## config.mk

```make
export PLATFORM = sky130hd
export DESIGN_NAME = spike_det
export DESIGN_NICKNAME = d
export VERILOG_FILES = /design/src/rtl/spike_det_pkg.sv /design/src/rtl/spk_noise_est.sv /design/src/rtl/spk_stat_cmp.sv /design/src/rtl/spk_win_cap.sv /design/src/rtl/spike_det.sv
export SDC_FILE = /design/constraint.sdc
export NUM_CORES = 2
export LEC_CHECK = 0
export BUFFER_PORTS_ARGS = -buffer_cell sky130_fd_sc_hd__buf_4
export CELL_PAD_IN_SITES_DETAIL_PLACEMENT = 0
export CELL_PAD_IN_SITES_GLOBAL_PLACEMENT = 1
export CORE_MARGIN = 10
export CORE_UTILIZATION = 45
export CTS_BUF_LIST = sky130_fd_sc_hd__clkbuf_4 sky130_fd_sc_hd__clkbuf_8 sky130_fd_sc_hd__clkbuf_16
export CTS_CLUSTER_SIZE = 25
export DETAILED_ROUTE_END_ITERATION = 7
export PLACE_DENSITY = 0.82
export SLEW_MARGIN = 20
export SYNTH_ARGS = -nofsm -noshare
export SYNTH_HDL_FRONTEND = slang
export SYNTH_SLANG_ARGS = --single-unit
```

## constraint.sdc

```tcl
create_clock -name clk_i -period 10.6 [get_ports clk_i]
set_input_delay 0 -clock clk_i [delete_from_list [all_inputs] [get_ports clk_i]]
set_output_delay 0 -clock clk_i [all_outputs]
set_load 0.01 [all_outputs]
```

## src/rtl/spike_det_pkg.sv

```systemverilog
package spike_det_pkg;
  typedef enum logic [1:0] {ST_IDLE, ST_POST, ST_EMIT, ST_DEAD} cap_state_e;

  // Multiplier codes below 3 fall back to 3.
  function automatic logic [2:0] mult_eff(input logic [2:0] m);
    return (m < 3'd3) ? 3'd3 : m;
  endfunction
endpackage

```

## src/rtl/spk_noise_est.sv

```systemverilog
module spk_noise_est #(
  parameter int SMP_W    = 10,
  parameter int SHIFT_W  = 3,
  parameter int VAR_INIT = 16,
  parameter int VAR_MIN  = 1,
  localparam int VW      = 2 * SMP_W
) (
  input  logic                    clk_i,
  input  logic                    rst_ni,
  input  logic                    valid_i,
  input  logic signed [SMP_W-1:0] sample_i,
  input  logic [SHIFT_W-1:0]      shift_i,
  output logic [VW-1:0]           var_o
);
  logic [VW-1:0]        var_q, sq;
  logic [SMP_W-1:0]     mag;
  logic signed [VW:0]   diff, step, nxt;

  assign mag  = sample_i[SMP_W-1] ? SMP_W'(-sample_i) : SMP_W'(sample_i);
  assign sq   = VW'(mag) * VW'(mag);
  assign diff = $signed({1'b0, sq}) - $signed({1'b0, var_q});
  assign step = diff >>> shift_i;
  assign nxt  = $signed({1'b0, var_q}) + step;

  always_ff @(posedge clk_i or negedge rst_ni) begin
    if (!rst_ni) var_q <= VW'(VAR_INIT);
    else if (valid_i) begin
      if (nxt < $signed((VW+1)'(VAR_MIN))) var_q <= VW'(VAR_MIN);
      else                                 var_q <= nxt[VW-1:0];
    end
  end

  assign var_o = var_q;

  a_r4_var_floor: assert property (@(posedge clk_i) disable iff (!rst_ni)
    var_q >= VW'(VAR_MIN));
  a_r4_hold_idle: assert property (@(posedge clk_i) disable iff (!rst_ni)
    !valid_i |=> $stable(var_q));
endmodule

```

## src/rtl/spk_stat_cmp.sv

```systemverilog
module spk_stat_cmp
  import spike_det_pkg::*;
#(
  parameter int SMP_W  = 10,
  parameter int MULT_W = 3,
  localparam int VW    = 2 * SMP_W,
  localparam int PW    = 2 * SMP_W + 2,
  localparam int CW    = VW + 2 * MULT_W + 2
) (
  input  logic                    clk_i,
  input  logic                    rst_ni,
  input  logic                    valid_i,
  input  logic signed [SMP_W-1:0] sample_i,
  input  logic                    mode_i,
  input  logic [MULT_W-1:0]       mult_i,
  input  logic [VW-1:0]           var_i,
  output logic                    hit_o
);
  logic signed [SMP_W-1:0] p1_q, p2_q;
  logic signed [PW-1:0]    xs, p1s, p2s, sq_cur, neo;
  logic [CW-1:0]           thr, m_w;
  logic signed [CW:0]      stat, thr_s;

  always_ff @(posedge clk_i or negedge rst_ni) begin
    if (!rst_ni) begin
      p1_q <= '0;
      p2_q <= '0;
    end else if (valid_i) begin
      p2_q <= p1_q;
      p1_q <= sample_i;
    end
  end

  assign xs     = PW'(sample_i);
  assign p1s    = PW'(p1_q);
  assign p2s    = PW'(p2_q);
  assign sq_cur = xs * xs;
  assign neo    = p1s * p1s - xs * p2s;
  assign m_w    = CW'(mult_eff(mult_i));
  assign thr    = m_w * m_w * CW'(var_i);
  assign thr_s  = $signed({1'b0, thr});
  assign stat   = mode_i ? (CW+1)'(neo) : (CW+1)'(sq_cur);
  assign hit_o  = stat > thr_s;

  a_r3_flat_quiet: assert property (@(posedge clk_i) disable iff (!rst_ni)
    (valid_i && mode_i && sample_i == p1_q && p1_q == p2_q) |-> !hit_o);
endmodule

```

## src/rtl/spk_win_cap.sv

```systemverilog
module spk_win_cap
  import spike_det_pkg::*;
#(
  parameter int SMP_W  = 10,
  parameter int PRE    = 8,
  parameter int POST   = 24,
  parameter int TS_W   = 32,
  parameter int DEAD_W = 8,
  localparam int WIN   = PRE + POST,
  localparam int AW    = $clog2(2 * WIN),
  localparam int HD    = 1 << AW,
  localparam int PCW   = $clog2(POST),
  localparam int ECW   = $clog2(WIN)
) (
  input  logic                    clk_i,
  input  logic                    rst_ni,
  input  logic                    valid_i,
  input  logic signed [SMP_W-1:0] sample_i,
  input  logic                    hit_i,
  input  logic [DEAD_W-1:0]       dead_i,
  output logic                    det_o,
  output logic                    win_valid_o,
  output logic signed [SMP_W-1:0] win_data_o,
  output logic                    win_last_o,
  output logic [TS_W-1:0]         win_ts_o
);
  localparam logic [PCW-1:0] POST_END = PCW'(POST - 2);
  localparam logic [ECW-1:0] EMIT_END = ECW'(WIN - 1);

  cap_state_e              state_q;
  logic signed [SMP_W-1:0] hist_q [HD];
  logic [AW-1:0]           wr_ptr_q, rd_ptr_q;
  logic [TS_W-1:0]         ts_q, trig_ts_q;
  logic [PCW-1:0]          post_cnt_q;
  logic [ECW-1:0]          emit_cnt_q;
  logic [DEAD_W-1:0]       dead_cnt_q;

  always_ff @(posedge clk_i or negedge rst_ni) begin
    if (!rst_ni) begin
      state_q     <= ST_IDLE;
      wr_ptr_q    <= '0;
      rd_ptr_q    <= '0;
      ts_q        <= '0;
      trig_ts_q   <= '0;
      post_cnt_q  <= '0;
      emit_cnt_q  <= '0;
      dead_cnt_q  <= '0;
      det_o       <= 1'b0;
      win_valid_o <= 1'b0;
      win_data_o  <= '0;
      win_last_o  <= 1'b0;
      for (int i = 0; i < HD; i++) hist_q[i] <= '0;
    end else begin
      det_o       <= 1'b0;
      win_valid_o <= 1'b0;
      win_last_o  <= 1'b0;
      if (valid_i) begin
        hist_q[wr_ptr_q] <= sample_i;
        wr_ptr_q         <= wr_ptr_q + 1'b1;
        ts_q             <= ts_q + 1'b1;
      end
      unique case (state_q)
        ST_IDLE: if (valid_i && hit_i) begin
          det_o      <= 1'b1;
          state_q    <= ST_POST;
          post_cnt_q <= '0;
          trig_ts_q  <= ts_q;
          rd_ptr_q   <= wr_ptr_q - AW'(PRE);
        end
        ST_POST: if (valid_i) begin
          if (post_cnt_q == POST_END) begin
            state_q    <= ST_EMIT;
            emit_cnt_q <= '0;
          end else post_cnt_q <= post_cnt_q + 1'b1;
        end
        ST_EMIT: begin
          win_valid_o <= 1'b1;
          win_data_o  <= hist_q[rd_ptr_q];
          win_last_o  <= (emit_cnt_q == EMIT_END);
          rd_ptr_q    <= rd_ptr_q + 1'b1;
          emit_cnt_q  <= emit_cnt_q + 1'b1;
          if (emit_cnt_q == EMIT_END) begin
            state_q    <= (dead_i == '0) ? ST_IDLE : ST_DEAD;
            dead_cnt_q <= '0;
          end
        end
        ST_DEAD: if (valid_i) begin
          if (dead_cnt_q == dead_i - 1'b1) state_q <= ST_IDLE;
          else dead_cnt_q <= dead_cnt_q + 1'b1;
        end
        default: state_q <= ST_IDLE;
      endcase
    end
  end

  assign win_ts_o = trig_ts_q;

  a_r6_last_in_burst: assert property (@(posedge clk_i) disable iff (!rst_ni)
    win_last_o |-> win_valid_o);
  a_r6_burst_contig: assert property (@(posedge clk_i) disable iff (!rst_ni)
    (win_valid_o && !win_last_o) |=> win_valid_o);
  a_r7_ts_stable: assert property (@(posedge clk_i) disable iff (!rst_ni)
    (win_valid_o && !win_last_o) |=> $stable(win_ts_o));
  a_r8_no_det_in_burst: assert property (@(posedge clk_i) disable iff (!rst_ni)
    det_o |-> !win_valid_o);
  a_r8_single_pulse: assert property (@(posedge clk_i) disable iff (!rst_ni)
    det_o |=> !det_o);
endmodule

```

## src/rtl/spike_det.sv

```systemverilog
module spike_det #(
  parameter int SMP_W    = 10,
  parameter int MULT_W   = 3,
  parameter int SHIFT_W  = 3,
  parameter int DEAD_W   = 8,
  parameter int TS_W     = 32,
  parameter int PRE      = 8,
  parameter int POST     = 24,
  parameter int VAR_INIT = 16,
  parameter int VAR_MIN  = 1,
  localparam int VW      = 2 * SMP_W
) (
  input  logic                    clk_i,
  input  logic                    rst_ni,
  input  logic                    smp_valid_i,
  input  logic signed [SMP_W-1:0] smp_i,
  input  logic                    mode_i,
  input  logic [MULT_W-1:0]       mult_i,
  input  logic [SHIFT_W-1:0]      shift_i,
  input  logic [DEAD_W-1:0]       dead_i,
  output logic                    det_o,
  output logic                    win_valid_o,
  output logic signed [SMP_W-1:0] win_data_o,
  output logic                    win_last_o,
  output logic [TS_W-1:0]         win_ts_o
);
  logic [VW-1:0] var_w;
  logic          hit_w;

  spk_noise_est #(.SMP_W(SMP_W), .SHIFT_W(SHIFT_W), .VAR_INIT(VAR_INIT),
                  .VAR_MIN(VAR_MIN)) u_noise (
    .clk_i(clk_i), .rst_ni(rst_ni), .valid_i(smp_valid_i),
    .sample_i(smp_i), .shift_i(shift_i), .var_o(var_w));

  spk_stat_cmp #(.SMP_W(SMP_W), .MULT_W(MULT_W)) u_cmp (
    .clk_i(clk_i), .rst_ni(rst_ni), .valid_i(smp_valid_i),
    .sample_i(smp_i), .mode_i(mode_i), .mult_i(mult_i),
    .var_i(var_w), .hit_o(hit_w));

  spk_win_cap #(.SMP_W(SMP_W), .PRE(PRE), .POST(POST), .TS_W(TS_W),
                .DEAD_W(DEAD_W)) u_cap (
    .clk_i(clk_i), .rst_ni(rst_ni), .valid_i(smp_valid_i),
    .sample_i(smp_i), .hit_i(hit_w), .dead_i(dead_i),
    .det_o(det_o), .win_valid_o(win_valid_o), .win_data_o(win_data_o),
    .win_last_o(win_last_o), .win_ts_o(win_ts_o));
endmodule

```

==> run summary <==
Die height: 374 um
Cts hold-fix bufs: 11
Hold Violations, Final: 4
Synth cell types: 86
Vias/cell: 5.60
Fmax: 103 MHz
Placed cell area: 58300 um^2
Relative slew slack: 0.229
Postcts setup bufs: 0
Filler Cell Count: 11014
Worst path max stage delay: 0.56 ns
Antenna-violating nets left: 0
Syn Std Cell Area: 56300 um^2
CTS Sinks: 789
Initial antenna violation count: 2
DRT iter0 DRCs: 2934
PostCTS Resize Cnt: 0
IO Port Bufs: 72
Critical path buffers and inverters: 9
Count leader, synth: dfrtp_1
Worst Clk Skew: 0.0474 ns
Clock latency on the worst-skew pair: 0.67 ns
Layout cells sized above 1: 0.186
Fraction of registers with async set/reset: 1.00
Yosys warns: 0
Cell mode on critical path: inv_1
DRC Markers: 0
Largest area contributor in the netlist: dfrtp_1
Setup violators final: 0
Drt wl/cell: 20.0 um
Root buf cell: clkbuf_16
Core Area: 124000 um^2
H-tree depth: 3
R2R depth: 34
Initial core utilization: 0.454
Register bit count reported by yosys: 789
Slowest cell on the critical path: or4_1
Pins Over Slew Limit: 0
Worst Path Arrival: 10.25 ns
Status: finished, violations left
Mean Syn Cell Area: 10.9 um^2
GRT Total Usage: 0.195
Synth top cells by count: 788 x dfrtp_1, 603 x nand2_1, 571 x inv_1
Max clock buf depth: 3
Pre-Repair DR Iteration Count: 5
Die Wd: 374 um
First-pass GRT wire length: 221 mm
Final GP Congestion: 0.875
Fin nets: 5855
DIE AREA: 140000 um^2
Worst Tran Pin Value: 1.15 ns
Post-synth EDFFs: 0
Number of placement rows: 129
Startpoint Class: primary input
Tmin final: 9.69 ns
Failing checks: hold timing
Final period utilization: 0.914
RSZ-0062 raised after global routing: no
Synth area leaders: dfrtp_1 35%, fa_1 13%, mux2_2 8.6%
Final Cell Area: 61400 um^2
Reg-to-Reg Start: u_cmp.p1_q[9]
Main synth FF type: dfrtp_1
Hold Crit Class: in -> async
Worst-path fanout max: 49
CTS tree: built
Num CTS Buffers: 82
Worst EP required: 11.16 ns
DP Wirelength: 97.3 mm
Final wirelength: 136 mm
Vias in the first global route: 39207
Top cell type's share of synthesized area: 0.350
Max-cap violations: 0
Syn Inst Count: 5154
Layout Area Growth over Synthesis: 9.19%
Ports: 73
RR Endpoint: u_cap.win_ts_o[27]
CP delay by family, top: adder cells
Hold slack: -0.0229 ns
Reg clk slew, reported paths: 0.06 ns
Crit Path Category: in -> reg
Total grt overflow: 0
R2R setup slack: 1.03 ns
Setup crit end kind: flop
Via Count: 38118
Largest net degree at the start of global routing: 174
Register area share after synthesis: 0.351
Post-route setup TNS: 0 ns
-- placed cells by master (no fill, tap or decap), types with 23 or more instances in the layout --
cell / n
dfrtp_1: 784
nand3_1: 64
mux2i_1: 25
a21o_1: 30
a21oi_1: 92
o21ai_0: 371
and2_1: 119
inv_1: 566
clkbuf_8: 24
xnor2_1: 138
o21a_1: 23
nand2b_1: 35
fa_1: 377
nor2_1: 201
mux2_2: 429
xor2_1: 64
clkbuf_16: 83
mux4_2: 213
buf_4: 119
nor3_1: 49
nand4_1: 24
nand2_1: 603
ha_1: 343
-- cell type report --
type	count	area, um^2	area share
clock inverter	33	547	0.00890
tap	1637	2050	0.0333
timing repair buffer	134	1090	0.0177
antenna	2	5.00	0.0000815
inverter	581	2180	0.0355
clock buffer	115	2470	0.0402
multi-input combinational	3519	33400	0.543
sequential	789	19800	0.322
-- worst max path at each step --
stage / from / end / slack, ns / cells past startpoint
final: smp_i[0] / u_noise.var_o[9] / 0.91 / 37
after global routing: smp_i[0] / u_noise.var_o[9] / 0.16 / 37
after CTS: smp_i[0] / u_noise.var_o[9] / 1.0 / 35
after detailed placement: smp_i[0] / u_noise.var_o[9] / 0.88 / 34
after global placement: smp_i[0] / u_noise.var_o[9] / 1.08 / 36
after floorplan: smp_i[1] / u_noise.var_o[9] / 1.45 / 38
-- cells by family (layout without fill, tap and decap cells) --
kind of cell | after synthesis | in the layout | synth area share
flops | 789 | 789 | 0.351
mux | 672 | 672 | 0.177
buf+inv | 850 | 863 | 0.0571
other cells | 2 | 8 | 0.000133
xor+xnor | 205 | 205 | 0.0324
fa+ha+maj | 720 | 720 | 0.210
simple gates | 1226 | 1226 | 0.0993
compound gates | 690 | 690 | 0.0732
-- flip-flops by register name, summed over array words and instances, names as in the netlist --
name               cells
u_cap.win_data_o      10
u_cap.det_o            1
u_cap.dead_cnt_q       8
u_cap.post_cnt_q       5
u_cap.state_q          2
u_cap.wr_ptr_q         6
u_cap.win_last_o       1
u_cap.rd_ptr_q         6
u_cap.hist_q         640
u_cmp.p1_q            10
u_cmp.p2_q            10
u_cap.win_ts_o        32
u_cap.ts_q            32
u_cap.emit_cnt_q       5
u_cap.win_valid_o      1
u_noise.var_o         20
-- per-stage QoR --
step,util,std cells,setup slack [ns],hold slack [ns]
final,0.496,6810,0.915,-0.0229
after global placement,0.470,6648,1.08,0.102
after global routing,0.496,6809,0.156,0.0390
after detailed placement,0.470,6648,0.881,0.106
after CTS,0.495,6807,0.999,0.00244
after floorplan,-,5158,1.45,-0.296
-- layer usage --
layer | up-vias | global-route usage | wire [um]
met3 | 197 | 0.0257 | 6690
met2 | 932 | 0.326 | 65900
met1 | 19634 | 0.264 | 60300
met4 | 0 | 0.0543 | 3380
met5 | - | 0 | 0
li1 | 17355 | - | -
Power is not shown: default switching activity piles up to over one toggle a cycle in this logic, so the estimate is an artifact.
